===== src/rtl/fls_pkg.sv =====
package fls_pkg;

    typedef enum logic [1:0] {
        SEL_LEN_LO = 2'd0,
        SEL_LEN_HI = 2'd1,
        SEL_LSR    = 2'd2,
        SEL_CTRL   = 2'd3
    } fls_sel_e;

    typedef enum logic [1:0] {
        ST_EMPTY   = 2'd0,
        ST_PARTIAL = 2'd1,
        ST_FULL    = 2'd2,
        ST_FLUSH   = 2'd3
    } fls_state_e;

    localparam int CTRL_FLUSH_BIT = 7;
    localparam int LSR_READY_BIT  = 0;
    localparam int LSR_OVF_BIT    = 1;
    localparam int LSR_FULL_BIT   = 2;

endpackage


===== src/rtl/fls_ctrl.sv =====
module fls_ctrl
    import fls_pkg::*;
#(
    parameter int DEPTH = 8,
    localparam int CW   = $clog2(DEPTH + 1)
) (
    input  logic       clk,
    input  logic       rst_n,
    input  logic       push_req,
    input  logic       pop_req,
    input  logic       flush_req,
    input  logic [CW-1:0] cnt,
    output fls_state_e state,
    output logic       push_ok,
    output logic       pop_ok,
    output logic       drop,
    output logic       clr,
    output logic       is_empty,
    output logic       is_full,
    output logic       flushing
);

    fls_state_e state_nxt;

    // state register
    always_ff @(posedge clk or negedge rst_n) begin
        if (!rst_n) state <= ST_EMPTY;
        else        state <= state_nxt;
    end

    // next-state logic
    always_comb begin
        state_nxt = state;
        unique case (state)
            ST_EMPTY: begin
                if (flush_req)    state_nxt = ST_FLUSH;
                else if (push_ok) state_nxt = (DEPTH == 1) ? ST_FULL : ST_PARTIAL;
            end
            ST_PARTIAL: begin
                if (flush_req)
                    state_nxt = ST_FLUSH;
                else if (push_ok && !pop_ok && cnt == CW'(DEPTH - 1))
                    state_nxt = ST_FULL;
                else if (pop_ok && !push_ok && cnt == CW'(1))
                    state_nxt = ST_EMPTY;
            end
            ST_FULL: begin
                if (flush_req)   state_nxt = ST_FLUSH;
                else if (pop_ok) state_nxt = (DEPTH == 1) ? ST_EMPTY : ST_PARTIAL;
            end
            ST_FLUSH: begin
                if (flush_req) state_nxt = ST_FLUSH;
                else           state_nxt = ST_EMPTY;
            end
            default: state_nxt = ST_EMPTY;
        endcase
    end

    // output logic
    always_comb begin
        push_ok  = 1'b0;
        pop_ok   = 1'b0;
        drop     = 1'b0;
        clr      = flush_req;
        is_empty = 1'b0;
        is_full  = 1'b0;
        flushing = 1'b0;
        unique case (state)
            ST_EMPTY: begin
                is_empty = 1'b1;
                push_ok  = push_req && !flush_req;
            end
            ST_PARTIAL: begin
                push_ok = push_req && !flush_req;
                pop_ok  = pop_req && !flush_req;
            end
            ST_FULL: begin
                is_full = 1'b1;
                pop_ok  = pop_req && !flush_req;
                drop    = push_req && !flush_req;
            end
            ST_FLUSH: begin
                is_empty = 1'b1;
                flushing = 1'b1;
            end
            default: is_empty = 1'b1;
        endcase
    end

    assert_full_count_R6: assert property (@(posedge clk) disable iff (!rst_n)
        (state == ST_FULL) |-> (cnt == CW'(DEPTH)));

    assert_empty_count_R1: assert property (@(posedge clk) disable iff (!rst_n)
        (state == ST_EMPTY || state == ST_FLUSH) |-> (cnt == '0));

    assert_lsr_empty_R5: assert property (@(posedge clk) disable iff (!rst_n)
        (state == ST_EMPTY && pop_req && !push_req && !flush_req) |=> (state == ST_EMPTY));

    assert_flush_once_R8: assert property (@(posedge clk) disable iff (!rst_n)
        (state == ST_FLUSH && !flush_req) |=> (state == ST_EMPTY));

    assert_flush_enter_R8: assert property (@(posedge clk) disable iff (!rst_n)
        flush_req |=> (state == ST_FLUSH));

endmodule


===== src/rtl/fls_store.sv =====
module fls_store #(
    parameter int DEPTH = 8,
    parameter int LEN_W = 12,
    localparam int PW   = (DEPTH > 1) ? $clog2(DEPTH) : 1,
    localparam int CW   = $clog2(DEPTH + 1)
) (
    input  logic             clk,
    input  logic             rst_n,
    input  logic             wr_en,
    input  logic [LEN_W-1:0] wr_data,
    input  logic             rd_en,
    input  logic             clr,
    output logic [LEN_W-1:0] head,
    output logic [CW-1:0]    cnt
);

    logic [LEN_W-1:0] mem [DEPTH];
    logic [PW-1:0]    wptr;
    logic [PW-1:0]    rptr;

    function automatic logic [PW-1:0] ptr_inc(input logic [PW-1:0] p);
        return (p == PW'(DEPTH - 1)) ? '0 : p + PW'(1);
    endfunction

    always_ff @(posedge clk) begin
        if (wr_en) mem[wptr] <= wr_data;
    end

    always_ff @(posedge clk or negedge rst_n) begin
        if (!rst_n) begin
            wptr <= '0;
            rptr <= '0;
            cnt  <= '0;
        end else if (clr) begin
            wptr <= '0;
            rptr <= '0;
            cnt  <= '0;
        end else begin
            if (wr_en) wptr <= ptr_inc(wptr);
            if (rd_en) rptr <= ptr_inc(rptr);
            unique case ({wr_en, rd_en})
                2'b10:   cnt <= cnt + CW'(1);
                2'b01:   cnt <= cnt - CW'(1);
                default: cnt <= cnt;
            endcase
        end
    end

    assign head = mem[rptr];

    assert_no_overflow_R6: assert property (@(posedge clk) disable iff (!rst_n)
        cnt <= CW'(DEPTH));

    assert_peek_stable_R3: assert property (@(posedge clk) disable iff (!rst_n)
        (!rd_en && !clr) |=> $stable(rptr));

    assert_no_underflow_R5: assert property (@(posedge clk) disable iff (!rst_n)
        (cnt == '0) |-> !rd_en);

endmodule


===== src/rtl/fls_regs.sv =====
module fls_regs
    import fls_pkg::*;
#(
    parameter int LEN_W = 12
) (
    input  logic             clk,
    input  logic             rst_n,
    input  fls_sel_e         sel,
    input  logic [LEN_W-1:0] head,
    input  logic             is_empty,
    input  logic             is_full,
    input  logic             flushing,
    input  logic             drop,
    input  logic             clr,
    output logic [7:0]       rdata,
    output logic             ovf
);

    localparam int HI_PAD = 16 - LEN_W;

    always_ff @(posedge clk or negedge rst_n) begin
        if (!rst_n)    ovf <= 1'b0;
        else if (clr)  ovf <= 1'b0;
        else if (drop) ovf <= 1'b1;
    end

    always_comb begin
        rdata = '0;
        unique case (sel)
            SEL_LEN_LO: rdata = head[7:0];
            SEL_LEN_HI: rdata = {{HI_PAD{1'b0}}, head[LEN_W-1:8]};
            SEL_LSR: begin
                rdata[LSR_READY_BIT] = !is_empty;
                rdata[LSR_OVF_BIT]   = ovf;
                rdata[LSR_FULL_BIT]  = is_full;
            end
            SEL_CTRL: rdata[CTRL_FLUSH_BIT] = flushing;
            default: rdata = '0;
        endcase
    end

    assert_ovf_sticky_R7: assert property (@(posedge clk) disable iff (!rst_n)
        (ovf && !clr) |=> ovf);

    assert_ovf_set_R7: assert property (@(posedge clk) disable iff (!rst_n)
        (drop && !clr) |=> ovf);

    assert_ovf_cleared_R8: assert property (@(posedge clk) disable iff (!rst_n)
        clr |=> !ovf);

endmodule


===== src/rtl/fls_status_fifo.sv =====
module fls_status_fifo
    import fls_pkg::*;
#(
    parameter int DEPTH = 8,
    parameter int LEN_W = 12
) (
    input  logic             clk,
    input  logic             rst_n,
    input  logic             rx_push,
    input  logic [LEN_W-1:0] rx_len,
    input  logic             bus_rd,
    input  logic             bus_wr,
    input  logic [1:0]       bus_sel,
    input  logic [7:0]       bus_wdata,
    output logic [7:0]       bus_rdata,
    output logic             fifo_empty,
    output logic             fifo_full,
    output logic             fifo_overflow
);

    localparam int CW = $clog2(DEPTH + 1);

    fls_sel_e         sel;
    fls_state_e       state;
    logic             pop_req, flush_req;
    logic             push_ok, pop_ok, drop, clr, flushing;
    logic [CW-1:0]    cnt;
    logic [LEN_W-1:0] head;

    assign sel       = fls_sel_e'(bus_sel);
    assign pop_req   = bus_rd && (sel == SEL_LSR);
    assign flush_req = bus_wr && (sel == SEL_CTRL) && bus_wdata[CTRL_FLUSH_BIT];

    fls_ctrl #(.DEPTH(DEPTH)) u_ctrl (
        .clk      (clk),
        .rst_n    (rst_n),
        .push_req (rx_push),
        .pop_req  (pop_req),
        .flush_req(flush_req),
        .cnt      (cnt),
        .state    (state),
        .push_ok  (push_ok),
        .pop_ok   (pop_ok),
        .drop     (drop),
        .clr      (clr),
        .is_empty (fifo_empty),
        .is_full  (fifo_full),
        .flushing (flushing)
    );

    fls_store #(.DEPTH(DEPTH), .LEN_W(LEN_W)) u_store (
        .clk    (clk),
        .rst_n  (rst_n),
        .wr_en  (push_ok),
        .wr_data(rx_len),
        .rd_en  (pop_ok),
        .clr    (clr),
        .head   (head),
        .cnt    (cnt)
    );

    fls_regs #(.LEN_W(LEN_W)) u_regs (
        .clk     (clk),
        .rst_n   (rst_n),
        .sel     (sel),
        .head    (head),
        .is_empty(fifo_empty),
        .is_full (fifo_full),
        .flushing(flushing),
        .drop    (drop),
        .clr     (clr),
        .rdata   (bus_rdata),
        .ovf     (fifo_overflow)
    );

    assert_flags_exclusive_R6: assert property (@(posedge clk) disable iff (!rst_n)
        !(fifo_empty && fifo_full));

    assert_full_no_store_R7: assert property (@(posedge clk) disable iff (!rst_n)
        (state == ST_FULL && !bus_rd) |=> fifo_full || flushing);

endmodule


===== config.mk =====
export PLATFORM = sky130hd
export DESIGN_NAME = fls_status_fifo
export DESIGN_NICKNAME = d
export VERILOG_FILES = /design/src/rtl/fls_pkg.sv /design/src/rtl/fls_ctrl.sv /design/src/rtl/fls_store.sv /design/src/rtl/fls_regs.sv /design/src/rtl/fls_status_fifo.sv
export SDC_FILE = /design/constraint.sdc
export NUM_CORES = 1
export LEC_CHECK = 0
export BUFFER_PORTS_ARGS = -buffer_cell sky130_fd_sc_hd__buf_2
export CORE_ASPECT_RATIO = 1.5
export CORE_MARGIN = 1
export CORE_UTILIZATION = 59
export DETAILED_ROUTE_END_ITERATION = 8
export PLACE_DENSITY = 0.79
export SLEW_MARGIN = 20
export SYNTH_ARGS = -nofsm -noshare
export SYNTH_HDL_FRONTEND = slang
export SYNTH_SLANG_ARGS = --single-unit

===== constraint.sdc =====
create_clock -name clk -period 3.3 [get_ports clk]
set_clock_uncertainty 0.15 [all_clocks]
set_input_delay 0.66 -clock clk [delete_from_list [all_inputs] [get_ports clk]]
set_output_delay 0.66 -clock clk [all_outputs]
set_load 0.005 [all_outputs]

After elaboration in Yosys (flattened, before gate mapping)
Memory sizes are Yosys's and may differ from the RTL's. Cells that the tools add are included.

Add/sub/neg operators: 4. Eq/ne operators: 15. Muxes and demuxes: 30. Reduce and logical (&&, ||, !) cells: 23.

Operators by type and width (number): 2-to-1 mux 3 bit (6); 2-to-1 mux 2 bit (8); one-hot mux 4 bit (2 select lines) (2); equality test 2 bit (second input constant) (5); 2-to-1 mux 1 bit (10); logical AND 1 bit (9); one-hot mux 3 bit (3 select lines) (1); one-hot mux 2 bit (4 select lines) (1); adder 3 x 1 -> 3 bit (second input constant) (2); equality test 2 x 1 -> 1 bit (second input constant) (3); equality test 3 bit (second input constant) (2); != test 3 x 1 -> 1 bit (second input constant) (2); nonzero test 2 bit (3); OR reduction 2 bit (3); adder 4 x 1 -> 4 bit (second input constant) (1); equality test 4 x 1 -> 1 bit (second input constant) (1); equality test 4 x 3 -> 1 bit (second input constant) (1); zero test 1 bit (4); zero test 2 bit (2); 2-to-1 mux 4 bit (1); != test 4 x 1 -> 1 bit (second input constant) (1); subtractor 4 x 1 -> 4 bit (second input constant) (1); AND reduction 3 bit (1); nonzero test 3 bit (1); one-hot mux 1 bit (2 select lines) (1).

Flip-flop bits (word level): 13. Bits in writable memories: 96. Input bits: 27. Logic and storage cells: 78. Memories kept: 1.

Memories: u_store.mem (words 8, width 12, rd ports 1, clocked after memory_dff 0, wr ports 1, RTL line fls_store.sv:17) `logic [LEN_W-1:0] mem [DEPTH];`.

Longest topological paths before layout
Word-level depth: 13. Depth in mapped cells: 7. Depth with buffers taken out: 6.

Cells and area by module
Synthesis repeated with hierarchy kept, for this count alone.

Cell total of the unflattened synthesis: 271. Area, all modules: 4842.1 µm².

Modules (own cells, without submodules): fls_store (instances 1, cells each 209, area each 4337.9 µm², sequential area each 3133.0 µm²); fls_ctrl (instances 1, cells each 35, area each 292.8 µm², sequential area each 50.0 µm²); fls_regs (instances 1, cells each 25, area each 193.9 µm², sequential area each 25.0 µm²); fls_status_fifo (instances 1, cells each 2, area each 17.5 µm², sequential area each 0.0 µm²).

Worst setup path before layout
No wires, ideal clock.

Kind: input -> register. Start point: input port bus_sel[0]. End point: memory u_store.mem[0][0], enable pin. Setup time: 396 ps. Data arrival time: 2439 ps. Setup slack: 314 ps. Stages: 5. Buffers on the path: 1. Path through: ha_1 -> and3_1 -> clkbuf_1 -> or3_1 -> nor3_1.

Word-level cells in the longest chain between the ends: 8.

RTL lines: from (decl) (RTL line fls_status_fifo.sv:13) `input logic [1:0] bus_sel,`; equality test 2 bit (RTL line fls_status_fifo.sv:32) `assign flush_req = bus_wr && (sel == SEL_CTRL) && bus_wdata[CTRL_FLUSH_BIT];`; logical AND 1 bit (2 in a row) (RTL line fls_status_fifo.sv:32); zero test 1 bit (RTL line fls_ctrl.sv:71, fls_ctrl.sv:74); logical AND 1 bit (RTL line fls_ctrl.sv:71, fls_ctrl.sv:74); 2-to-1 mux 1 bit; 2-to-1 mux 1 bit (RTL line fls_store.sv:26) `if (wr_en) mem[wptr] <= wr_data;`; 2-to-1 mux 1 bit (not written as such) (RTL line fls_store.sv:26); to (decl) (RTL line fls_store.sv:17).

No other way between the ends.

Worst setup path after layout
Start point: register u_store.rptr[0]. End point: output port bus_rdata[2].

Word-level cells in the longest chain between the ends: 2.

RTL lines: from (decl) (RTL line fls_store.sv:19) `logic [PW-1:0] rptr;`; from (signal assigned) (RTL line fls_store.sv:40) `if (rd_en) rptr <= ptr_inc(rptr);`; memory (8 x 12 bit); one-hot mux 3 bit (3 select lines) (RTL line fls_regs.sv:29) `unique case (sel)`; to (decl) (RTL line fls_status_fifo.sv:15) `output logic [7:0] bus_rdata,`.

No other way between the ends.

==> results.cfg <==
[sta]
final_period_minus_worst_setup_slack_ns = 3.05
hold_slack_ns = 0.0520
max_clock_freq_mhz = 328
final_cycle_utilization_of_the_critical_path_pct = 92.4
setup_total_negative_slack_ns = 0
worst_pin_slew_ns = 0.616
final_number_of_hold_violating_endpoints = 0
unrepaired_setup_endpoints_after_global_routing = no
final_critical_path_setup_slack_ns = 0.251
report.final.slew_viol_count = 0
relSlewSlack_pct = 58.6
final-setup-viol-count = 0

[floorplan]
die_area_sq_mm = 0.00833
ports = 38
core_area_sq_mm = 0.00766
chipHeight_um = 111
placement_row_count = 39
initial_core_util_pct = 61.3
die_width_um = 74.9

[critical_path]
crit_reg_reg_startpoint = u_ctrl.state[1]
critPathRequiredTime_ns = 2.49
critPathMaxFanout = 24
cp_data_arrival_time_ns = 2.24
family_with_the_most_delay_on_the_worst_path = multiplexers
r2r.worst_path.cells = 6
timing.critical_path.cells = buf_12 > mux4_1 > mux2_2 > a22oi_1 > o22ai_1 > buf_2
worst_setup_path_startpoint = u_store.rptr[0]
timing.setup.critical_path_class = reg -> out
cp_num_cells = 6
cp-endpoint = bus_rdata[2]
critPathBufInv = 2
critical-path-max-stage-delay_ns = 0.58
timing.critical_path.slowest_stage_cell = sky130_fd_sc_hd__mux4_1
rrSetupSlack_ns = 0.99
critical_path.reg2reg.endpoint = u_store.mem[4][1]
worstSetupEndpointType = output pin
critPathLaunchType = flop

[finish]
total_nets_final = 353
share_of_final_layout_standard_cells_stronger_than_drive_strength_1_pct = 24.8
layout.core_utilization_pct = 69.1
layout.cell_area.non_filler_sq_mm = 0.00530
synthToLayoutAreaGrowth_pct = 12.8
antenna-diode-count = 0
instances_no_fill = 417
mostFrequentLayoutCell = sky130_fd_sc_hd__edfxtp_1
most_used_cells_in_the_layout_excluding_fill_and_tap_cells = sky130_fd_sc_hd__edfxtp_1, sky130_fd_sc_hd__buf_2, sky130_fd_sc_hd__ha_1, sky130_fd_sc_hd__nor2_1

[placed_design]
io_buffers = 30
placedCellCount = 401
hpwlAfterDp_mm = 5.46
placement.cell_area_sq_mm = 0.00502
preCtsSetupSlack_ns = 0.599
gpl.final_weighted_congestion = 0.740

[route]
drtPass1Iterations = 5
route.detailed.vias_per_inst = 6.01
drtIter0Drc = 192
drt-wirelength-per-cell_um = 20.3
drc = 0
wl_mm = 8.45
detail-route-antenna-nets = 0
vias = 2506

[global_routing]
number_of_antenna_violations_at_the_first_check_in_global_routing = 0
grt_start_max_net_pins = 25
globalRoute.totalOverflow = 0
global_route.usage.total_pct = 22.8
first_global_vias = 2494
grt_first_pass_wirelength_mm = 13.3

[clock_network]
root_buffer = sky130_fd_sc_hd__clkbuf_16
clock_tree.buffer_depth = 2
post-cts-setup-buffer-count = 0
post_cts_resized = 0
cts.hold.buffers_added = 0
clock_latency_ns = 0.34
tritoncts_num_sinks = 109
clkTransAtPathRegs_ns = 0.07
numCtsBuffers = 9
ctsHtreeMaxLevel = 3
cts_tree = built

[status]
run_status = finished clean

[synthesis]
netlist-cell-type-count = 40
synth.ff_latch_count = 109
syn-instance-count = 269
syn_area_sq_mm = 0.00470
synth_seq_area_share_pct = 68.3
avgSynthCellArea_sq_um = 17.5
synth-main-ff-cell = sky130_fd_sc_hd__edfxtp_1
synth-async-reset-ratio_pct = 11.9
number_of_enable_flip_flop_cells_after_synthesis = 96
yosys_warnings = 0
postSynthNetCount = 312

[power_and_ir_drop]
p_per_area_mw_per_mm2 = 751
fin_total_pwr_mw = 3.98
power_leakage_nw = 1.91
peak_supply_drop_v = 0.000489

[run]
drv.max_cap_violation_count = 0

[min_path]
hold_path.class = in -> async
==> layer usage <==
layer	up-vias	global-route usage [%]	wire, um
met2	72	38.5	4530
met5	-	0	0
met4	0	7.42	113
met1	1273	29.8	3460
met3	10	3.55	343
li1	1151	-	-
==> layout make-up <==
cell class                      count  area (sq um)
Inverter                            7          26.3
Clock inverter                      7          50.0
Clock buffer                        9           225
Fill cell                         527          2360
Timing Repair Buffer               43           260
Multi-Input combinational cell    140          1400
Tap cell                          102           128
Sequential cell                   109          3210
==> report_power, final <==
| part | total [mW] | switching (mW) | internal (mW) |
|---|---|---|---|
| combinational | 1.14 | 0.571 | 0.572 |
| clock | 0.984 | 0.469 | 0.515 |
| sequential | 1.85 | 0.145 | 1.71 |
| total | 3.98 | 1.18 | 2.80 |
==> how the worst min path moves through the flow <==
stage / from / end / slack [ns] / cells past startpoint
final: rst_n / u_store.cnt[0] / 0.05 / 1
after global routing: rst_n / u_store.cnt[0] / 0.06 / 1
after CTS: rst_n / u_store.wptr[0] / 0.06 / 1
after detailed placement: u_regs.ovf / u_regs.ovf / 0.37 / 2
after global placement: u_regs.ovf / u_regs.ovf / 0.36 / 2
after floorplan: rst_n / u_ctrl.state[0] / 0.21 / 0
==> Yosys cell counts, types with 4 or more instances <==
library cell | number | area [sq um]
sky130_fd_sc_hd__o21ai_0 | 6 | 30.0
sky130_fd_sc_hd__mux2_2 | 7 | 78.8
sky130_fd_sc_hd__clkbuf_1 | 5 | 18.8
sky130_fd_sc_hd__ha_1 | 16 | 200
sky130_fd_sc_hd__edfxtp_1 | 96 | 2880
sky130_fd_sc_hd__buf_2 | 5 | 25.0
sky130_fd_sc_hd__dfrtp_1 | 13 | 325
sky130_fd_sc_hd__mux4_2 | 10 | 225
sky130_fd_sc_hd__mux4_1 | 13 | 342
sky130_fd_sc_hd__nand2b_1 | 4 | 25.0
sky130_fd_sc_hd__nand3_1 | 4 | 20.0
sky130_fd_sc_hd__nor2_1 | 14 | 52.6
sky130_fd_sc_hd__inv_1 | 7 | 26.3
sky130_fd_sc_hd__nor3_1 | 7 | 35.0
sky130_fd_sc_hd__nand2_1 | 13 | 48.8
sky130_fd_sc_hd__mux2i_1 | 6 | 60.1
sky130_fd_sc_hd__a21oi_1 | 10 | 50.1
sky130_fd_sc_hd__nor2b_1 | 4 | 25.0
==> sequential cells by signal, indices dropped and copies added (netlist names) <==
name	count
u_store.mem	96
u_store.cnt	4
u_store.rptr	3
u_store.wptr	3
u_ctrl.state	2
u_regs.ovf	1
==> cell families (layout without fill, tap and decap cells) <==
logic type	Yosys count	after routing	share of synthesized area, %
AOI/OAI and AO/OA	31	31	4.13
buffers and inverters	20	66	2.13
adders and majority gates	16	16	4.26
muxes	36	36	15.0
xor gates and xnor gates	2	2	0.373
and+or+nand+nor	55	55	5.81
DFF	109	109	68.3
No activity file was read; power rests on OpenSTA's default activity.
